===== src/rtl/fpv_csr_pkg.sv =====
package fpv_csr_pkg;

   localparam int BUILD_FP  = 0;
   localparam int BUILD_VEC = 1;
   localparam int BUILD_FPV = 2;

   localparam logic [11:0] ADR_FLAGS  = 12'h001;
   localparam logic [11:0] ADR_FRM    = 12'h002;
   localparam logic [11:0] ADR_FCTL   = 12'h003;
   localparam logic [11:0] ADR_VSTART = 12'h008;
   localparam logic [11:0] ADR_VSAT   = 12'h009;
   localparam logic [11:0] ADR_VRND   = 12'h00A;
   localparam logic [11:0] ADR_VLEN   = 12'hC20;
   localparam logic [11:0] ADR_VTYPE  = 12'hC21;

   localparam int FLAGS_W   = 5;
   localparam int FRM_W     = 3;
   localparam int VRND_W    = 2;
   localparam int FLAGS_LSB = 0;
   localparam int FRM_LSB   = 5;
   localparam int VSAT_BIT  = 8;
   localparam int VRND_LSB  = 9;
   localparam int FCTL_W    = VRND_LSB + VRND_W;

   localparam logic [1:0] FS_OFF   = 2'b00;
   localparam logic [1:0] FS_DIRTY = 2'b11;

   typedef enum logic [3:0] {
      SEL_NONE, SEL_FLAGS, SEL_FRM, SEL_FCTL,
      SEL_VSTART, SEL_VSAT, SEL_VRND, SEL_VLEN, SEL_VTYPE
   } sel_e;

   typedef struct packed {
      logic flags;
      logic frm;
      logic vrnd;
      logic vsat;
      logic vstart;
   } wen_t;

endpackage


===== src/rtl/fpv_csr_decode.sv =====
module fpv_csr_decode
   import fpv_csr_pkg::*;
#(
   parameter bit HAS_FP  = 1'b1,
   parameter bit HAS_VEC = 1'b1
) (
   input  logic [11:0] addr,
   input  logic        rd,
   input  logic        wr,
   input  logic [1:0]  fs_state,
   input  logic        dbg_mode,
   output sel_e        sel,
   output logic        illegal,
   output logic        rd_ok,
   output wen_t        wen,
   output logic        mark_dirty
);

   logic access, is_fp, fs_block, ro_viol, do_wr, fctl;

   always_comb begin
      sel = SEL_NONE;
      case (addr)
         ADR_FLAGS:  if (HAS_FP)  sel = SEL_FLAGS;
         ADR_FRM:    if (HAS_FP)  sel = SEL_FRM;
         ADR_FCTL:                sel = SEL_FCTL;
         ADR_VSTART: if (HAS_VEC) sel = SEL_VSTART;
         ADR_VSAT:   if (HAS_VEC) sel = SEL_VSAT;
         ADR_VRND:   if (HAS_VEC) sel = SEL_VRND;
         ADR_VLEN:   if (HAS_VEC) sel = SEL_VLEN;
         ADR_VTYPE:  if (HAS_VEC) sel = SEL_VTYPE;
         default:                 sel = SEL_NONE;
      endcase
   end

   always_comb begin
      access   = rd | wr;
      fctl     = (sel == SEL_FCTL);
      is_fp    = (sel == SEL_FLAGS) | (sel == SEL_FRM) | fctl;
      fs_block = is_fp & ~dbg_mode & (fs_state == FS_OFF);
      ro_viol  = wr & ((sel == SEL_VLEN) | (sel == SEL_VTYPE));
      illegal  = access & ((sel == SEL_NONE) | fs_block | ro_viol);
      rd_ok    = rd & ~illegal;
      do_wr    = wr & ~illegal;
      wen.flags  = do_wr & ((sel == SEL_FLAGS) | (fctl & HAS_FP));
      wen.frm    = do_wr & ((sel == SEL_FRM)   | (fctl & HAS_FP));
      wen.vrnd   = do_wr & ((sel == SEL_VRND)  | (fctl & HAS_VEC));
      wen.vsat   = do_wr & ((sel == SEL_VSAT)  | (fctl & HAS_VEC));
      wen.vstart = do_wr & (sel == SEL_VSTART);
      mark_dirty = do_wr & is_fp;
   end

endmodule


===== src/rtl/fpv_csr_fields.sv =====
module fpv_csr_fields
   import fpv_csr_pkg::*;
#(
   parameter bit HAS_FP   = 1'b1,
   parameter bit HAS_VEC  = 1'b1,
   parameter int XLEN     = 32,
   parameter int VSTART_W = 8,
   parameter int VL_W     = 8,
   parameter int VTYPE_W  = 8
) (
   input  logic                clk,
   input  logic                rst_n,
   input  wen_t                wen,
   input  logic                from_fctl,
   input  logic [XLEN-1:0]     wdata,
   input  logic                sat_set,
   input  logic                vl_load,
   input  logic [VL_W-1:0]     vl_new,
   input  logic [VTYPE_W-1:0]  vtype_new,
   output logic [FLAGS_W-1:0]  flags_q,
   output logic [FRM_W-1:0]    frm_q,
   output logic [VRND_W-1:0]   vrnd_q,
   output logic                vsat_q,
   output logic [VSTART_W-1:0] vstart_q,
   output logic [VL_W-1:0]     vl_q,
   output logic [VTYPE_W-1:0]  vtype_q
);

   logic [FLAGS_W-1:0] flags_d;
   logic [FRM_W-1:0]   frm_d;
   logic [VRND_W-1:0]  vrnd_d;
   logic               vsat_d;
   logic               unused_wdata;

   assign unused_wdata = ^wdata;

   always_comb begin
      flags_d = from_fctl ? wdata[FLAGS_LSB +: FLAGS_W] : wdata[FLAGS_W-1:0];
      frm_d   = from_fctl ? wdata[FRM_LSB +: FRM_W]     : wdata[FRM_W-1:0];
      vrnd_d  = from_fctl ? wdata[VRND_LSB +: VRND_W]   : wdata[VRND_W-1:0];
      vsat_d  = from_fctl ? wdata[VSAT_BIT]             : wdata[0];
   end

   if (HAS_FP) begin : g_fp
      always_ff @(posedge clk or negedge rst_n) begin
         if (!rst_n) begin
            flags_q <= '0;
            frm_q   <= '0;
         end else begin
            if (wen.flags) flags_q <= flags_d;
            if (wen.frm)   frm_q   <= frm_d;
         end
      end
   end else begin : g_no_fp
      logic unused_fp;
      assign unused_fp = ^{wen.flags, wen.frm, flags_d, frm_d};
      assign flags_q = '0;
      assign frm_q   = '0;
   end

   if (HAS_VEC) begin : g_vec
      always_ff @(posedge clk or negedge rst_n) begin
         if (!rst_n) begin
            vrnd_q   <= '0;
            vsat_q   <= 1'b0;
            vstart_q <= '0;
            vl_q     <= '0;
            vtype_q  <= '0;
         end else begin
            if (wen.vrnd)   vrnd_q   <= vrnd_d;
            if (wen.vsat)   vsat_q   <= vsat_d;
            else if (sat_set) vsat_q <= 1'b1;
            if (wen.vstart) vstart_q <= wdata[VSTART_W-1:0];
            if (vl_load) begin
               vl_q    <= vl_new;
               vtype_q <= vtype_new;
            end
         end
      end
   end else begin : g_no_vec
      logic unused_vec;
      assign unused_vec = ^{wen.vrnd, wen.vsat, wen.vstart, vrnd_d, vsat_d,
                            sat_set, vl_load, vl_new, vtype_new};
      assign vrnd_q   = '0;
      assign vsat_q   = 1'b0;
      assign vstart_q = '0;
      assign vl_q     = '0;
      assign vtype_q  = '0;
   end

endmodule


===== src/rtl/fpv_csr_rdmux.sv =====
module fpv_csr_rdmux
   import fpv_csr_pkg::*;
#(
   parameter int XLEN     = 32,
   parameter int VSTART_W = 8,
   parameter int VL_W     = 8,
   parameter int VTYPE_W  = 8
) (
   input  sel_e                sel,
   input  logic [FLAGS_W-1:0]  flags_q,
   input  logic [FRM_W-1:0]    frm_q,
   input  logic [VRND_W-1:0]   vrnd_q,
   input  logic                vsat_q,
   input  logic [VSTART_W-1:0] vstart_q,
   input  logic [VL_W-1:0]     vl_q,
   input  logic [VTYPE_W-1:0]  vtype_q,
   output logic [XLEN-1:0]     value
);

   always_comb begin
      value = '0;
      case (sel)
         SEL_FLAGS:  value[FLAGS_W-1:0] = flags_q;
         SEL_FRM:    value[FRM_W-1:0]   = frm_q;
         SEL_FCTL: begin
            value[FLAGS_LSB +: FLAGS_W] = flags_q;
            value[FRM_LSB +: FRM_W]     = frm_q;
            value[VSAT_BIT]             = vsat_q;
            value[VRND_LSB +: VRND_W]   = vrnd_q;
         end
         SEL_VSTART: value[VSTART_W-1:0] = vstart_q;
         SEL_VSAT:   value[0]            = vsat_q;
         SEL_VRND:   value[VRND_W-1:0]   = vrnd_q;
         SEL_VLEN:   value[VL_W-1:0]     = vl_q;
         SEL_VTYPE:  value[VTYPE_W-1:0]  = vtype_q;
         default:    value = '0;
      endcase
   end

endmodule


===== src/rtl/fpv_status_csr.sv =====
module fpv_status_csr
   import fpv_csr_pkg::*;
#(
   parameter int BUILD    = BUILD_FPV,
   parameter int XLEN     = 32,
   parameter int VSTART_W = 8,
   parameter int VL_W     = 8,
   parameter int VTYPE_W  = 8
) (
   input  logic               clk,
   input  logic               rst_n,
   input  logic [11:0]        csr_addr,
   input  logic               csr_rd,
   input  logic               csr_wr,
   input  logic [XLEN-1:0]    csr_wdata,
   output logic [XLEN-1:0]    csr_rdata,
   output logic               csr_illegal,
   input  logic [1:0]         fs_state,
   input  logic               dbg_mode,
   output logic               fs_upd_valid,
   output logic [1:0]         fs_upd_value,
   input  logic               vx_sat_set,
   input  logic               vl_load,
   input  logic [VL_W-1:0]    vl_new,
   input  logic [VTYPE_W-1:0] vtype_new
);

   localparam bit HAS_FP  = (BUILD != BUILD_VEC);
   localparam bit HAS_VEC = (BUILD != BUILD_FP);

   if (BUILD < BUILD_FP || BUILD > BUILD_FPV) begin : g_bad_build
      $error("BUILD must select FP only, vector only or both");
   end
   if (XLEN < FCTL_W) begin : g_bad_xlen
      $error("XLEN too narrow for the packed control view");
   end
   if (VSTART_W > XLEN || VL_W > XLEN || VTYPE_W > XLEN || VSTART_W < 1) begin : g_bad_w
      $error("vector field widths must lie between 1 and XLEN");
   end

   sel_e               sel;
   logic               illegal, rd_ok, mark_dirty;
   wen_t               wen;
   logic [FLAGS_W-1:0] flags_q;
   logic [FRM_W-1:0]   frm_q;
   logic [VRND_W-1:0]  vrnd_q;
   logic               vsat_q;
   logic [VSTART_W-1:0] vstart_q;
   logic [VL_W-1:0]    vl_q;
   logic [VTYPE_W-1:0] vtype_q;
   logic [XLEN-1:0]    rd_value;

   fpv_csr_decode #(.HAS_FP(HAS_FP), .HAS_VEC(HAS_VEC)) u_dec (
      .addr(csr_addr), .rd(csr_rd), .wr(csr_wr), .fs_state(fs_state),
      .dbg_mode(dbg_mode), .sel(sel), .illegal(illegal), .rd_ok(rd_ok),
      .wen(wen), .mark_dirty(mark_dirty)
   );

   fpv_csr_fields #(
      .HAS_FP(HAS_FP), .HAS_VEC(HAS_VEC), .XLEN(XLEN),
      .VSTART_W(VSTART_W), .VL_W(VL_W), .VTYPE_W(VTYPE_W)
   ) u_fld (
      .clk(clk), .rst_n(rst_n), .wen(wen), .from_fctl(sel == SEL_FCTL),
      .wdata(csr_wdata), .sat_set(vx_sat_set), .vl_load(vl_load),
      .vl_new(vl_new), .vtype_new(vtype_new), .flags_q(flags_q),
      .frm_q(frm_q), .vrnd_q(vrnd_q), .vsat_q(vsat_q), .vstart_q(vstart_q),
      .vl_q(vl_q), .vtype_q(vtype_q)
   );

   fpv_csr_rdmux #(
      .XLEN(XLEN), .VSTART_W(VSTART_W), .VL_W(VL_W), .VTYPE_W(VTYPE_W)
   ) u_mux (
      .sel(sel), .flags_q(flags_q), .frm_q(frm_q), .vrnd_q(vrnd_q),
      .vsat_q(vsat_q), .vstart_q(vstart_q), .vl_q(vl_q), .vtype_q(vtype_q),
      .value(rd_value)
   );

   always_ff @(posedge clk or negedge rst_n) begin
      if (!rst_n) begin
         csr_rdata    <= '0;
         csr_illegal  <= 1'b0;
         fs_upd_valid <= 1'b0;
         fs_upd_value <= FS_OFF;
      end else begin
         csr_rdata    <= rd_ok ? rd_value : '0;
         csr_illegal  <= illegal;
         fs_upd_valid <= mark_dirty;
         fs_upd_value <= mark_dirty ? FS_DIRTY : FS_OFF;
      end
   end

endmodule


===== config.mk =====
export PLATFORM = sky130hd
export DESIGN_NAME = fpv_status_csr
export DESIGN_NICKNAME = d
export VERILOG_FILES = /design/src/rtl/fpv_csr_pkg.sv /design/src/rtl/fpv_csr_decode.sv /design/src/rtl/fpv_csr_fields.sv /design/src/rtl/fpv_csr_rdmux.sv /design/src/rtl/fpv_status_csr.sv
export SDC_FILE = /design/constraint.sdc
export NUM_CORES = 1
export LEC_CHECK = 0
export CAP_MARGIN = 20
export CORE_ASPECT_RATIO = 0.9
export CORE_MARGIN = 10
export CORE_UTILIZATION = 39
export DETAILED_ROUTE_END_ITERATION = 10
export PLACE_DENSITY_LB_ADDON = 0.08
export SETUP_SLACK_MARGIN = 0.1
export SLEW_MARGIN = 20
export SYNTH_ARGS = -nofsm -noshare
export SYNTH_HDL_FRONTEND = slang
export SYNTH_SLANG_ARGS = --single-unit

===== constraint.sdc =====
create_clock -name clk -period 1.22 [get_ports clk]
set_clock_uncertainty 0.2 [all_clocks]
set_input_delay 0.122 -clock clk [delete_from_list [all_inputs] [get_ports clk]]
set_output_delay 0.122 -clock clk [all_outputs]
set_load 0.02 [all_outputs]

* After elaboration in Yosys (flattened, before gate mapping) *
Index checks and enable logic that the tools add are counted.

cells by class
  $add $sub $neg = 0
  $mul = 0
  div/mod/pow operators = 0
  order comparisons = 0
  equality and inequality tests = 16
  shift-type cells = 0
  multiplexer cells = 14
  bitwise operators = 24
  reductions and logical operators = 4

operator list
  kind                                                               count
  12-bit by 4-bit == test with 1-bit output (second input constant)  3
  4-bit one-hot mux with 8 select lines                              1
  12-bit == test (second input constant)                             2
  12-bit by 2-bit == test with 1-bit output (second input constant)  2
  4-bit by 3-bit == test with 1-bit output (second input constant)   4
  1-bit AND                                                          12
  12-bit by 1-bit == test with 1-bit output (second input constant)  1
  3-bit one-hot mux with 4 select lines                              1
  11-bit two-way mux                                                 1
  1-bit OR                                                           10
  4-bit by 2-bit == test with 1-bit output (second input constant)   2
  2-bit one-hot mux with 4 select lines                              1
  1-bit one-hot mux with 7 select lines                              1
  3-bit two-way mux                                                  2
  1-bit one-hot mux with 6 select lines                              1
  1-bit one-hot mux with 5 select lines                              1
  4-bit by 1-bit == test with 1-bit output (second input constant)   1
  4-bit == test (second input constant)                              1
  4-bit logical NOT                                                  1
  2-bit two-way mux                                                  2
  1-bit two-way mux                                                  3
  2-bit logical NOT                                                  1
  1-bit NOT                                                          2
  2-bit nonzero test                                                 1
  2-bit OR reduction                                                 1

storage, ports and cells
  flip-flop bits (word level) = 50
  latch bits = 0
  memory bits (writable) = 0
  bits in read-only memories = 0
  logic and storage cells = 69
  memories kept = 0

* Longest topological paths before layout *
Gate-level depths: netlist of run 1.

  depth in word-level cells = 14
  mapped depth = 8
  mapped depth without buffers = 5

* Cells and area by module *
A second synthesis of run 1 with hierarchy kept.

second synthesis, totals
  cell total of the unflattened synthesis = 285
  area total of the unflattened synthesis = 3,442.1 sq um

modules (own cells, without submodules)
  module          times used  cells an instance  area each (sq um)  sequential area each (sq um)
  fpv_csr_fields  1           86                 1,395.1            875.8
  fpv_status_csr  1           72                 1,131.1            850.8
  fpv_csr_rdmux   1           84                 601.8              0.0
  fpv_csr_decode  1           43                 314.1              0.0

* Least setup slack after synthesis of run 1 *
OpenSTA, ideal clock, no wires.

  path type = input -> register
  from = input csr_addr[11]
  to = register u_fld.frm_q[0]
  setup time = 0.125 ns
  arrival = 1.997 ns
  data required time = 0.895 ns
  path slack = -1.102 ns
  cell stages on the path = 5
  path buffers = 0
  cell sequence = or4_4 -> nor4_4 -> o21ai_2 -> or4_4 -> mux2_4

on the way
  word-level cells in the longest chain between the ends = 13
  elaborated cells on any way between the ends = 29

ends and longest elaborated chain
  item                                                                                                         RTL line                                    RTL
  start: declaration                                                                                           fpv_status_csr.sv:12                        input logic [11:0] csr_addr,
  12-bit == test (tied with other cells)                                                                       fpv_csr_decode.sv:23                        case (addr)
  4-bit one-hot mux with 8 select lines *                                                                      fpv_csr_decode.sv:23
  4-bit by 1-bit == test with 1-bit output / 4-bit by 2-bit == test with 1-bit output (equally long branches)  fpv_csr_decode.sv:39, fpv_csr_decode.sv:46
  1-bit OR (2 in series)                                                                                       fpv_csr_decode.sv:39                        is_fp = (sel == SEL_FLAGS) | (sel == SEL_FRM) | fctl;
  1-bit AND (2 in series)                                                                                      fpv_csr_decode.sv:40                        fs_block = is_fp & ~dbg_mode & (fs_state == FS_OFF);
  1-bit OR (2 in series)                                                                                       fpv_csr_decode.sv:42                        illegal = access & ((sel == SEL_NONE) | fs_block | ro_viol);
  1-bit AND                                                                                                    fpv_csr_decode.sv:42
  1-bit NOT                                                                                                    fpv_csr_decode.sv:44                        do_wr = wr & ~illegal;
  1-bit AND                                                                                                    fpv_csr_decode.sv:44
  1-bit AND                                                                                                    fpv_csr_decode.sv:46                        wen.frm = do_wr & ((sel == SEL_FRM) | (fctl & HAS_FP));
  end signal: assignment                                                                                       fpv_csr_fields.sv:51                        if (wen.frm) frm_q <= frm_d;
  end: declaration                                                                                             fpv_csr_fields.sv:21                        output logic [FRM_W-1:0] frm_q,

Mark *: on every way between the ends. The rest lies on a longest branch, timed or not.
A chain may end at the register's enable or synchronous reset.

* Worst setup path in the final report of run 1 *
  from = input csr_addr[10]
  to = register u_fld.frm_q[2]

Same word-level chain as after synthesis.

==> out/qor.json, run 1 <==
{
  "floorplan.core_area": {"value": 6220, "unit": "um^2"},
  "dieWidth": {"value": 105, "unit": "um"},
  "max_cap_violations": {"value": 0},
  "outcome": {"value": "complete, but fails checks"},
  "post-synth-top-area-fraction": {"value": 47.1, "unit": "%"},
  "cts_sinks": {"value": 48},
  "drt_drc_violations_left": {"value": 0},
  "dp.cells": {"value": 405},
  "worstPathRequired": {"value": 1.21, "unit": "ns"},
  "arrival": {"value": 1.84, "unit": "ns"},
  "crit_fanout": {"value": 3},
  "gp_routability_congestion": {"value": 0.797},
  "final_area": {"value": 4090, "unit": "um^2"},
  "detailedPlacementHpwl": {"value": 5.42, "unit": "mm"},
  "pin_count": {"value": 105},
  "setup.reg_to_reg.worst_slack": {"value": -0.24, "unit": "ns"},
  "power.total": {"value": 3.27, "unit": "mW"},
  "syn-mean-instance-area": {"value": 11.4, "unit": "um^2"},
  "crit_top_cell": {"value": "sky130_fd_sc_hd__or4_4"},
  "combinationalPowerShare": {"value": 19.2, "unit": "%"},
  "route.met3.wl": {"value": 419, "unit": "um"},
  "static-leakage-power": {"value": 1.88, "unit": "nW"},
  "timing.critical_path.slowest_stage_cell": {"value": "sky130_fd_sc_hd__or4_4"},
  "holdCritStartpoint": {"value": "csr_addr[8]"},
  "starting_density_of_the_core": {"value": 41.0, "unit": "%"},
  "detail_route.wirelength.met1": {"value": 3.33, "unit": "mm"},
  "clk_transition_reported_paths": {"value": 0.08, "unit": "ns"},
  "ys_types": {"value": 44},
  "mostFrequentLayoutCell": {"value": "sky130_fd_sc_hd__dfrtp_1"},
  "max-vdd-ir-drop": {"value": 0.000454, "unit": "V"},
  "vias": {"value": 2170},
  "wirelength": {"value": 7.29, "unit": "mm"},
  "failed_checks": {"value": "negative setup slack"},
  "power_density": {"value": 799, "unit": "nW/um^2"},
  "floorplan_row_count": {"value": 27},
  "timing.fmax": {"value": 538, "unit": "MHz"},
  "netlist_area": {"value": 2550, "unit": "um^2"},
  "setup_viol_count_final": {"value": 32},
  "ranking_of_synthesized_cells_by_area": {"value": "sky130_fd_sc_hd__dfrtp_1 47%, sky130_fd_sc_hd__mux2_2 17%, sky130_fd_sc_hd__buf_4 6.8%"},
  "die_outline_area": {"value": 10200, "unit": "um^2"},
  "cp_cell_sequence": {"value": "buf_6, or4_4, nor4_4, o21ai_2, or4_4, mux2_4"},
  "switching_share_of_power": {"value": 26.3, "unit": "%"},
  "grt.overflow.total": {"value": 0},
  "timing.critical_path.buf_inv": {"value": 1},
  "detail_route.first_pass.iterations": {"value": 4},
  "totalNegativeSetupSlack": {"value": -14.97, "unit": "ns"},
  "drt_iter0_drc": {"value": 136},
  "antenna_found_initial": {"value": 0},
  "final_cell_mix": {"value": "48 x sky130_fd_sc_hd__dfrtp_1, 41 x sky130_fd_sc_hd__buf_6, 38 x sky130_fd_sc_hd__buf_4"},
  "worstSetupStartpointType": {"value": "primary input"},
  "pin_count_of_the_biggest_net_entering_global_routing": {"value": 30},
  "grt_setup_unrepaired": {"value": "yes"},
  "power.share.clock": {"value": 29.2, "unit": "%"},
  "buffer_depth_of_the_longest_clock_path": {"value": 2},
  "placement.setup.worst_slack": {"value": -1.34, "unit": "ns"},
  "critical_path_depth": {"value": 6},
  "post_drt_via_cell_ratio": {"value": 5.03},
  "drt-wirelength-per-cell": {"value": 16.9, "unit": "um"},
  "ctsHtreeMaxLevel": {"value": 2},
  "ys_warns": {"value": 0},
  "highest_layer": {"value": "met4"},
  "synth_sequential_area_ratio": {"value": 47.1, "unit": "%"},
  "post_dp_cell_area": {"value": 3600, "unit": "um^2"},
  "worst_r2r_endpoint": {"value": "csr_rdata[0]"},
  "hold-path-endpoint": {"value": "csr_illegal"},
  "fin_crit": {"value": 1.86, "unit": "ns"},
  "clock_root_buffer": {"value": "sky130_fd_sc_hd__clkbuf_8"},
  "cp_top_family": {"value": "simple AND/OR/NAND/NOR gates"},
  "finalHoldViolations": {"value": 0},
  "critical_path.max_stage_delay": {"value": 0.56, "unit": "ns"},
  "tritoncts": {"value": "done"},
  "synthDominantAreaCellType": {"value": "sky130_fd_sc_hd__dfrtp_1"},
  "postSynthRegisterBits": {"value": 48},
  "synthToLayoutAreaGrowth": {"value": 60.3, "unit": "%"},
  "first_global_vias": {"value": 2400},
  "fin_ws": {"value": -0.638, "unit": "ns"},
  "layout-drive-gt1-share": {"value": 49.1, "unit": "%"},
  "postRouteAntennaNets": {"value": 0},
  "crit_path_end_kind": {"value": "flip-flop"},
  "num-nets-final": {"value": 412},
  "num_antenna_cells": {"value": 0},
  "hold-path-cell-count": {"value": 4},
  "floorplan.die.height": {"value": 96.7, "unit": "um"},
  "synthCells": {"value": 223},
  "power_frac_seq": {"value": 51.6, "unit": "%"},
  "port_buffers": {"value": 62},
  "r2r-start": {"value": "u_fld.vtype_q[0]"},
  "final-max-slew-violation-count": {"value": 0},
  "final_cells": {"value": 431},
  "cts-buffers-inserted": {"value": 5},
  "met2_length": {"value": 3.44, "unit": "mm"},
  "p_sw": {"value": 0.859, "unit": "mW"},
  "hold_path_class": {"value": "primary input to flip-flop"},
  "grt_first_pass_wirelength": {"value": 11.9, "unit": "mm"},
  "final_min_period_over_clock_period": {"value": 152, "unit": "%"},
  "setup.worst_path.class": {"value": "primary input to flip-flop"},
  "power.internal": {"value": 2.41, "unit": "mW"},
  "r2r_cells": {"value": 4},
  "groute.usage.overall": {"value": 14.2, "unit": "%"},
  "clk-insertion-delay-late": {"value": 0.30, "unit": "ns"}
}
metrics by stage:
stage / util [%] / hold WS [ns]
floorplan: - / -0.374
global placement: 58.0 / -0.0875
detailed placement: 58.0 / -0.0915
CTS: 64.5 / 0.0533
global route: 65.7 / 0.0697
finish: 65.7 / 0.0627
repair_timing:
item | CTS | global route
cloned | 1 | 0
pin swaps | 19 | 14
gates resized for setup | 171 | 21
setup buffers | 16 | 5
hold buffers | 1 | 0
setup endpoints to repair | 63 | 47
hold endpoints to repair | 48 | 0
per-layer routing:
layer,GRT usage [%],up-vias
li1,-,1015
met1,18.5,1068
met2,22.2,80
met3,3.31,7
met4,4.93,0
met5,0,-
power by group through the flow:
stage	clock network [mW]	registers, mW	logic (mW)
after floorplan	0	1.71	0.307
after global placement	0	1.71	0.566
after detailed placement	0	1.72	0.570
after CTS	0.985	1.68	0.615
after global routing	1.04	1.69	0.678
final	0.953	1.69	0.628
worst reg2reg max path: cells and delay by family, from the launching register on:
family         cells  cell delay [ns]
AO/OA/AOI/OAI      3             0.51
flip-flops         1             0.39
multiplexers       1             0.25
final cells by class:
type	instances	area, um^2
multi-input cells	160	1410
clock buffers	7	76.3
clock inverters	1	8.76
well taps	87	109
flip-flops and latches	48	1200
repair buffers	127	1280
inverters	1	3.75
fillers	502	2130
how the worst max path moves through the flow:
stage	from	end	slack (ns)
6_report	csr_addr[10]	u_fld.frm_q[2]	-0.64
5_1_grt	csr_addr[10]	u_fld.frm_q[2]	-0.66
4_1_cts	csr_addr[5]	u_fld.frm_q[2]	-0.75
3_5_place_dp	csr_addr[11]	u_fld.frm_q[2]	-1.34
3_3_place_gp	csr_addr[11]	u_fld.frm_q[2]	-1.30
2_1_floorplan	csr_addr[11]	u_fld.frm_q[0]	-0.92
sequential cells by signal, summed over array words and instances (netlist names):
signal	flops
u_fld.vl_q	8
csr_illegal	1
u_fld.vstart_q	8
u_fld.vsat_q	1
csr_rdata	11
u_fld.vrnd_q	2
u_fld.frm_q	3
u_fld.flags_q	5
fs_upd_value	1
u_fld.vtype_q	8
cells in the mapped netlist, drive strengths merged:
cell     n
conb     1
a31oi    1
xor2     1
and2     3
nand3b   1
dfrtp   48
mux2i    3
or3      1
a222oi   6
or4      3
nand2    6
mux2    42
nor3     7
a22oi    2
a21boi   1
buf     26
nor2    15
o21ai    3
nand2b   1
and4     2
o211ai   3
nand4    5
and3     7
or2      1
and4b    2
o22ai    1
clkbuf   8
nor2b    2
nor4b    1
nand3    3
o211a    1
a21oi    5
inv      1
nor3b    4
a32oi    1
a41oi    1
nor4     4
cells by family after synthesis:
family / count (synthesis) / share of synthesized area, %
other: 1 / 0.147
multiplexers: 45 / 20.2
AO/OA/AOI/OAI: 25 / 7.41
buffers and inverters: 35 / 8.54
XOR/XNOR: 1 / 0.344
flip-flops: 48 / 47.1
AND/OR/NAND/NOR: 68 / 16.3
No activity file was read; power rests on OpenSTA's default activity.
==> run 2: changes to the inputs <==
--- a/config.mk
+++ b/config.mk
@@ -16,3 +16,4 @@
 export SYNTH_ARGS = -nofsm -noshare
 export SYNTH_HDL_FRONTEND = slang
 export SYNTH_SLANG_ARGS = --single-unit
+export TNS_END_PERCENT = 10
==> run 2 against run 1 <==
  * The flow still finishes with violations (negative setup slack)
  * Utilization fell by 2.6 points
  * Sequential cell count did not move
  * Total power grew 6.0%
  * Clock-buffer cell count decreased by 2
  * Clock power rose by 24%
  * Fmax down 0.43%
  * Global-route usage grew 0.080 points
  * Non-clock buffer count is 7 lower
  * First-iteration DRC count rose by 1.5%
  * Design area down 3.9%
  * Hold slack improved by 0.053 ns
  * Critical path type unchanged
==> out/qor.json, run 2 (same netlist as run 1, synthesis figures left out) <==
{
  "outcome": {"value": "complete, but fails checks", "change": "unchanged"},
  "failed_checks": {"value": "negative setup slack", "change": "unchanged"},
  "cp_top_family": {"value": "simple AND/OR/NAND/NOR gates", "change": "unchanged"},
  "final_min_period_over_clock_period": {"value": 153, "unit": "%", "change": "was 152%"},
  "timing.critical_path.buf_inv": {"value": 1, "change": "unchanged"},
  "ctsHtreeMaxLevel": {"value": 2, "change": "unchanged"},
  "critical_path.max_stage_delay": {"value": 0.55, "unit": "ns", "change": "was 0.56 ns"},
  "timing.critical_path.slowest_stage_cell": {"value": "sky130_fd_sc_hd__or4_4", "change": "unchanged"},
  "buffer_depth_of_the_longest_clock_path": {"value": 2, "change": "unchanged"},
  "final_cell_mix": {"value": "48 x sky130_fd_sc_hd__dfrtp_1, 41 x sky130_fd_sc_hd__buf_4, 31 x sky130_fd_sc_hd__mux2_2", "change": "was 48 x sky130_fd_sc_hd__dfrtp_1, 41 x sky130_fd_sc_hd__buf_6, 38 x sky130_fd_sc_hd__buf_4"},
  "arrival": {"value": 1.86, "unit": "ns", "change": "was 1.84 ns"},
  "hold_path_class": {"value": "primary input to asynchronous set/reset pin", "change": "was primary input to flip-flop"},
  "pin_count": {"value": 105, "change": "unchanged"},
  "clock_root_buffer": {"value": "sky130_fd_sc_hd__clkbuf_8", "change": "unchanged"},
  "detail_route.first_pass.iterations": {"value": 4, "change": "unchanged"},
  "die_outline_area": {"value": 10200, "unit": "um^2", "change": "unchanged"},
  "max_cap_violations": {"value": 0, "change": "unchanged"},
  "grt.overflow.total": {"value": 0, "change": "unchanged"},
  "first_global_vias": {"value": 2313, "change": "was 2400"},
  "crit_top_cell": {"value": "sky130_fd_sc_hd__or4_4", "change": "unchanged"},
  "dieWidth": {"value": 105, "unit": "um", "change": "unchanged"},
  "setup.reg_to_reg.worst_slack": {"value": -0.19, "unit": "ns", "change": "was -0.24 ns"},
  "clk-insertion-delay-late": {"value": 0.30, "unit": "ns", "change": "about the same"},
  "post_dp_cell_area": {"value": 3510, "unit": "um^2", "change": "was 3600 um^2"},
  "worstSetupStartpointType": {"value": "primary input", "change": "unchanged"},
  "final_area": {"value": 3930, "unit": "um^2", "change": "was 4090 um^2"},
  "totalNegativeSetupSlack": {"value": -14.59, "unit": "ns", "change": "was -14.97 ns"},
  "layout-drive-gt1-share": {"value": 49.0, "unit": "%", "change": "was 49.1%"},
  "max-vdd-ir-drop": {"value": 0.000501, "unit": "V", "change": "was 0.000454 V"},
  "finalHoldViolations": {"value": 0, "change": "unchanged"},
  "crit_fanout": {"value": 3, "change": "unchanged"},
  "fill_cells": {"value": 521, "change": "was 502"},
  "antenna_found_initial": {"value": 0, "change": "unchanged"},
  "grt_first_pass_wirelength": {"value": 12.0, "unit": "mm", "change": "was 11.9 mm"},
  "floorplan.die.height": {"value": 96.7, "unit": "um", "change": "unchanged"},
  "mostFrequentLayoutCell": {"value": "sky130_fd_sc_hd__dfrtp_1", "change": "unchanged"},
  "floorplan_row_count": {"value": 27, "change": "unchanged"},
  "num_antenna_cells": {"value": 0, "change": "unchanged"},
  "finish.utilization": {"value": 63.1, "unit": "%", "change": "was 65.7%"},
  "timing.fmax": {"value": 536, "unit": "MHz", "change": "was 538 MHz"},
  "grt_setup_unrepaired": {"value": "yes", "change": "unchanged"},
  "r2r_cells": {"value": 3, "change": "was 4"},
  "postRouteAntennaNets": {"value": 0, "change": "unchanged"},
  "num-nets-final": {"value": 405, "change": "was 412"},
  "drt-wirelength-per-cell": {"value": 17.4, "unit": "um", "change": "was 16.9 um"},
  "clk_transition_reported_paths": {"value": 0.09, "unit": "ns", "change": "was 0.08 ns"},
  "worstPathRequired": {"value": 1.22, "unit": "ns", "change": "was 1.21 ns"},
  "largest_register": {"value": "csr_rdata", "change": "unchanged"},
  "vias": {"value": 2139, "change": "was 2170"},
  "fin_crit": {"value": 1.87, "unit": "ns", "change": "was 1.86 ns"},
  "detailedPlacementHpwl": {"value": 5.45, "unit": "mm", "change": "was 5.42 mm"},
  "static-leakage-power": {"value": 1.80, "unit": "nW", "change": "was 1.88 nW"},
  "synthToLayoutAreaGrowth": {"value": 54.0, "unit": "%", "change": "was 60.3%"},
  "drt_drc_violations_left": {"value": 0, "change": "unchanged"},
  "wirelength": {"value": 7.37, "unit": "mm", "change": "was 7.29 mm"},
  "power_density": {"value": 883, "unit": "nW/um^2", "change": "was 799 nW/um^2"},
  "number_of_flip_flops_in_the_largest_register": {"value": 11, "change": "unchanged"},
  "cts_sinks": {"value": 48, "change": "unchanged"},
  "port_buffers": {"value": 62, "change": "unchanged"},
  "tritoncts": {"value": "done", "change": "unchanged"},
  "cts-buffers-inserted": {"value": 5, "change": "unchanged"},
  "post_drt_via_cell_ratio": {"value": 5.04, "change": "was 5.03"},
  "cp_cell_sequence": {"value": "buf_6, or4_4, nor4_4, o21ai_2, or4_4, mux2_4", "change": "unchanged"},
  "drt_iter0_drc": {"value": 138, "change": "was 136"},
  "setup_viol_count_final": {"value": 35, "change": "was 32"},
  "floorplan.core_area": {"value": 6220, "unit": "um^2", "change": "unchanged"},
  "fin_ws": {"value": -0.646, "unit": "ns", "change": "was -0.638 ns"},
  "starting_density_of_the_core": {"value": 41.0, "unit": "%", "change": "unchanged"},
  "setup.worst_path.class": {"value": "primary input to flip-flop", "change": "unchanged"},
  "final.hold.worst_slack": {"value": 0.116, "unit": "ns", "change": "was 0.0627 ns"},
  "critical_path_depth": {"value": 6, "change": "unchanged"},
  "crit_path_end_kind": {"value": "flip-flop", "change": "unchanged"},
  "final-max-slew-violation-count": {"value": 0, "change": "unchanged"},
  "pin_count_of_the_biggest_net_entering_global_routing": {"value": 49, "change": "was 30"},
  "groute.usage.overall": {"value": 14.2, "unit": "%", "change": "about the same"},
  "power.total": {"value": 3.46, "unit": "mW", "change": "was 3.27 mW"},
  "gp_routability_congestion": {"value": 0.910, "change": "was 0.797"}
}
-- run 2: worst paths after layout --
kind | to | from
worst min-delay path | u_fld.vl_q[2] | rst_n
max in group asynchronous | u_fld.vl_q[6] | rst_n
worst max-delay path | u_fld.frm_q[1] | csr_addr[5]
min in group clk | u_fld.vrnd_q[0] | csr_addr[1]
worst min register to register | u_fld.vl_q[6] | u_fld.vl_q[6]
worst max register to register | csr_rdata[2] | u_fld.vtype_q[2]
-- run 2: what timing repair did --
item	CTS	global route
endpoints found under the hold margin	48	0
pin swaps	16	3
endpoints found under the setup margin	63	47
hold buffers	1	0
gates resized for setup	174	14
buffers inserted	12	1
-- run 2: power by group --
group / internal [mW] / switching (mW)
logic: 0.319 / 0.281
clock network: 0.618 / 0.562
registers: 1.65 / 0.0316
total: 2.59 / 0.875
-- run 2: tightest hold or removal path, cell delays in order --
cell and delay [ns]:
sky130_fd_sc_hd__dlygate4sd3_1 0.52, sky130_fd_sc_hd__buf_2 0.12, sky130_fd_sc_hd__buf_12 0.24
-- run 2: per-stage QoR --
step / setup slack (ns) / instances
2_1_floorplan: -0.930 / 243
3_3_place_gp: -1.32 / 403
3_5_place_dp: -1.35 / 403
4_1_cts: -0.772 / 423
5_1_grt: -0.680 / 424
6_report: -0.646 / 424
-- run 2: final cells by class --
class                      instances  area (um^2)  share of cell area [%]
clock buffer                       5         68.8                    1.75
clock inverter                     3         46.3                    1.18
inverter                           1         3.75                  0.0956
multi-input combinational        160         1390                    35.5
sequential                        48         1200                    30.6
tap                               87          109                    2.77
timing repair buffer             120         1100                    28.1
-- run 2: routing by layer --
layer	vias up	GRT usage [%]	wire length (um)
li1	1005	-	-
met1	1055	19.7	3510
met2	72	21.9	3410
met3	7	2.98	373
met4	0	3.67	74
met5	-	0	0
==> run 3: changes to the inputs <==
--- a/config.mk
+++ b/config.mk
@@ -9,10 +9,10 @@
 export CORE_ASPECT_RATIO = 0.9
 export CORE_MARGIN = 10
 export CORE_UTILIZATION = 39
+export CTS_BUF_LIST = sky130_fd_sc_hd__clkbuf_16
 export DETAILED_ROUTE_END_ITERATION = 10
 export PLACE_DENSITY_LB_ADDON = 0.08
 export SETUP_SLACK_MARGIN = 0.1
-export SLEW_MARGIN = 20
 export SYNTH_ARGS = -nofsm -noshare
 export SYNTH_HDL_FRONTEND = slang
 export SYNTH_SLANG_ARGS = --single-unit
==> run 3 against run 2 <==
  * The run still ends with negative setup slack left
  * Die area unchanged
  * Via count decreased by 0.84%
  * Hold slack improved by 0.024 ns
  * Non-clock buffer count decreased by 1
  * Clock-buffer cell count unchanged
  * Register-to-register slack about the same
  * Total power increased by 12%
  * Cell count decreased by 0.24%
  * Design area increased by 1.8%
  * Global-route usage increased by 0.098 points
  * Sequential share of layout area decreased by 0.56 points
  * Combinational power increased by 0.8%
  * Critical endpoint unchanged
==> out/qor.json, run 3 (same netlist as run 1, synthesis figures left out) <==
{
  "failed_checks": {"value": "negative setup slack", "change": "unchanged"},
  "floorplan.core_area": {"value": 6220, "unit": "um^2", "change": "unchanged"},
  "grt_most_used_layer": {"value": "met2", "change": "unchanged"},
  "dp.cells": {"value": 403, "change": "unchanged"},
  "worstSetupStartpointType": {"value": "primary input", "change": "unchanged"},
  "crit_fanout": {"value": 3, "change": "unchanged"},
  "clock_root_buffer": {"value": "sky130_fd_sc_hd__clkbuf_16", "change": "was sky130_fd_sc_hd__clkbuf_8"},
  "first_global_vias": {"value": 2341, "change": "was 2313"},
  "final_min_period_over_clock_period": {"value": 153, "unit": "%", "change": "about the same"},
  "final-max-slew-violation-count": {"value": 0, "change": "unchanged"},
  "final_cell_mix": {"value": "48 x sky130_fd_sc_hd__dfrtp_1, 42 x sky130_fd_sc_hd__buf_4, 31 x sky130_fd_sc_hd__mux2_2, 31 x sky130_fd_sc_hd__buf_6, 30 x sky130_fd_sc_hd__clkdlybuf4s50_1", "change": "was 48 x sky130_fd_sc_hd__dfrtp_1, 41 x sky130_fd_sc_hd__buf_4, 31 x sky130_fd_sc_hd__mux2_2"},
  "mostFrequentLayoutCell": {"value": "sky130_fd_sc_hd__dfrtp_1", "change": "unchanged"},
  "synthToLayoutAreaGrowth": {"value": 56.8, "unit": "%", "change": "was 54.0%"},
  "crit_top_cell": {"value": "sky130_fd_sc_hd__or4_4", "change": "unchanged"},
  "detail_route.first_pass.iterations": {"value": 4, "change": "unchanged"},
  "met2_usage": {"value": 22.4, "unit": "%", "change": "was 21.9%"},
  "static-leakage-power": {"value": 1.83, "unit": "nW", "change": "was 1.80 nW"},
  "floorplan_row_count": {"value": 27, "change": "unchanged"},
  "drt-wirelength-per-cell": {"value": 17.7, "unit": "um", "change": "was 17.4 um"},
  "grt_first_pass_wirelength": {"value": 12.1, "unit": "mm", "change": "was 12.0 mm"},
  "cp_top_family": {"value": "simple AND/OR/NAND/NOR gates", "change": "unchanged"},
  "tritoncts": {"value": "done", "change": "unchanged"},
  "setup.worst_path.class": {"value": "primary input to flip-flop", "change": "unchanged"},
  "cts-buffers-inserted": {"value": 5, "change": "unchanged"},
  "fin_crit": {"value": 1.87, "unit": "ns", "change": "about the same"},
  "dieWidth": {"value": 105, "unit": "um", "change": "unchanged"},
  "max_cap_violations": {"value": 0, "change": "unchanged"},
  "num_antenna_cells": {"value": 0, "change": "unchanged"},
  "postRouteAntennaNets": {"value": 0, "change": "unchanged"},
  "detailedPlacementHpwl": {"value": 5.45, "unit": "mm", "change": "unchanged"},
  "ctsHtreeMaxLevel": {"value": 2, "change": "unchanged"},
  "finalHoldViolations": {"value": 0, "change": "unchanged"},
  "post_drt_via_cell_ratio": {"value": 5.01, "change": "was 5.04"},
  "buffer_depth_of_the_longest_clock_path": {"value": 2, "change": "unchanged"},
  "vias": {"value": 2121, "change": "was 2139"},
  "critical_path.max_stage_delay": {"value": 0.55, "unit": "ns", "change": "about the same"},
  "layout-drive-gt1-share": {"value": 49.1, "unit": "%", "change": "was 49.0%"},
  "wirelength": {"value": 7.48, "unit": "mm", "change": "was 7.37 mm"},
  "floorplan.die.height": {"value": 96.7, "unit": "um", "change": "unchanged"},
  "worstPathRequired": {"value": 1.20, "unit": "ns", "change": "was 1.22 ns"},
  "power.total": {"value": 3.87, "unit": "mW", "change": "was 3.46 mW"},
  "post_dp_cell_area": {"value": 3510, "unit": "um^2", "change": "unchanged"},
  "power_density": {"value": 969, "unit": "nW/um^2", "change": "was 883 nW/um^2"},
  "clk-insertion-delay-late": {"value": 0.29, "unit": "ns", "change": "was 0.30 ns"},
  "pin_count": {"value": 105, "change": "unchanged"},
  "outcome": {"value": "complete, but fails checks", "change": "unchanged"},
  "port_buffers": {"value": 62, "change": "unchanged"},
  "drt_drc_violations_left": {"value": 0, "change": "unchanged"},
  "num-nets-final": {"value": 404, "change": "was 405"},
  "totalNegativeSetupSlack": {"value": -15.44, "unit": "ns", "change": "was -14.59 ns"},
  "cp_cell_sequence": {"value": "buf_6, or4_4, nor4_4, o21ai_2, or4_4, mux2_4", "change": "unchanged"},
  "timing.fmax": {"value": 536, "unit": "MHz", "change": "about the same"},
  "number_of_flip_flops_in_the_largest_register": {"value": 11, "change": "unchanged"},
  "final_area": {"value": 4000, "unit": "um^2", "change": "was 3930 um^2"},
  "arrival": {"value": 1.84, "unit": "ns", "change": "was 1.86 ns"},
  "fin_ws": {"value": -0.646, "unit": "ns", "change": "about the same"},
  "clk_transition_reported_paths": {"value": 0.07, "unit": "ns", "change": "was 0.09 ns"},
  "largest_register": {"value": "csr_rdata", "change": "unchanged"},
  "drt_iter0_drc": {"value": 85, "change": "was 138"},
  "max-vdd-ir-drop": {"value": 0.000506, "unit": "V", "change": "was 0.000501 V"},
  "hold_path_class": {"value": "primary input to asynchronous set/reset pin", "change": "unchanged"},
  "grtUsageMet3": {"value": 3.18, "unit": "%", "change": "was 2.98%"},
  "cts_sinks": {"value": 48, "change": "unchanged"},
  "crit_path_end_kind": {"value": "flip-flop", "change": "unchanged"},
  "timing.critical_path.buf_inv": {"value": 1, "change": "unchanged"},
  "met1_usage": {"value": 19.5, "unit": "%", "change": "was 19.7%"},
  "starting_density_of_the_core": {"value": 41.0, "unit": "%", "change": "unchanged"},
  "grt_setup_unrepaired": {"value": "yes", "change": "unchanged"},
  "grt.overflow.total": {"value": 0, "change": "unchanged"},
  "gp_routability_congestion": {"value": 0.910, "change": "unchanged"},
  "final_cells": {"value": 423, "change": "was 424"},
  "die_outline_area": {"value": 10200, "unit": "um^2", "change": "unchanged"},
  "antenna_found_initial": {"value": 0, "change": "unchanged"},
  "fill_cells": {"value": 515, "change": "was 521"},
  "setup_viol_count_final": {"value": 32, "change": "was 35"},
  "timing.critical_path.slowest_stage_cell": {"value": "sky130_fd_sc_hd__or4_4", "change": "unchanged"},
  "pin_count_of_the_biggest_net_entering_global_routing": {"value": 49, "change": "unchanged"},
  "groute.usage.overall": {"value": 14.3, "unit": "%", "change": "was 14.2%"},
  "final.hold.worst_slack": {"value": 0.140, "unit": "ns", "change": "was 0.116 ns"}
}
run 3: worst paths after layout:
kind,from,end,slack [ns],depth (start not counted)
max,csr_addr[5],u_fld.frm_q[1],-0.65,6
min,rst_n,u_fld.vl_q[2],0.14,3
max reg2reg,u_fld.vtype_q[0],csr_rdata[0],-0.19,4
min reg2reg,u_fld.vl_q[6],u_fld.vl_q[6],0.31,1
max in group asynchronous,rst_n,csr_illegal,0.43,3
min in group clk,csr_addr[7],u_fld.vrnd_q[0],0.21,6
run 3: where the power goes:
| group | leakage, nW | total, mW | switching [mW] | internal [mW] |
|---|---|---|---|---|
| combinational | 1.13 | 0.605 | 0.285 | 0.320 |
| clock | 0.0804 | 1.58 | 0.610 | 0.974 |
| sequential | 0.620 | 1.69 | 0.0316 | 1.65 |
| total | 1.83 | 3.87 | 0.927 | 2.95 |
run 3: layout make-up:
cell class | count | area, um^2 | area share (%)
Clock buffer | 5 | 125 | 3.13
Clock inverter | 3 | 46.3 | 1.16
Inverter | 1 | 3.75 | 0.0939
Multi-Input combinational cell | 160 | 1410 | 35.1
Sequential cell | 48 | 1200 | 30.0
Tap cell | 87 | 109 | 2.72
Timing Repair Buffer | 119 | 1110 | 27.7
run 3: through the flow:
step	util, %	setup WS (ns)
finish	64.3	-0.646
detailed placement	56.4	-1.35
CTS	63.3	-0.800
floorplan	-	-0.930
global placement	56.4	-1.32
global route	64.3	-0.685
run 3: layer usage:
layer | part of all wire (%) | vias to the layer above
met3 | 4.2 | 4
met2 | 47 | 69
li1 | - | 1008
met4 | 0.83 | 0
met5 | 0 | -
met1 | 48 | 1040
run 3: worst register-to-register path: stages (launching register included):
cell                      delay (ns)
sky130_fd_sc_hd__dfrtp_1        0.38
sky130_fd_sc_hd__mux2i_1        0.22
sky130_fd_sc_hd__o22ai_1        0.12
sky130_fd_sc_hd__a32oi_1        0.27
sky130_fd_sc_hd__a21oi_2        0.10
run 3: repair_timing:
action,CTS,global route
endpoints found under the hold margin,48,0
hold buffers,1,0
endpoints found under the setup margin,63,47
cloned,0,0
pin swaps,16,4
setup buffers,12,0
gates resized for setup,176,17
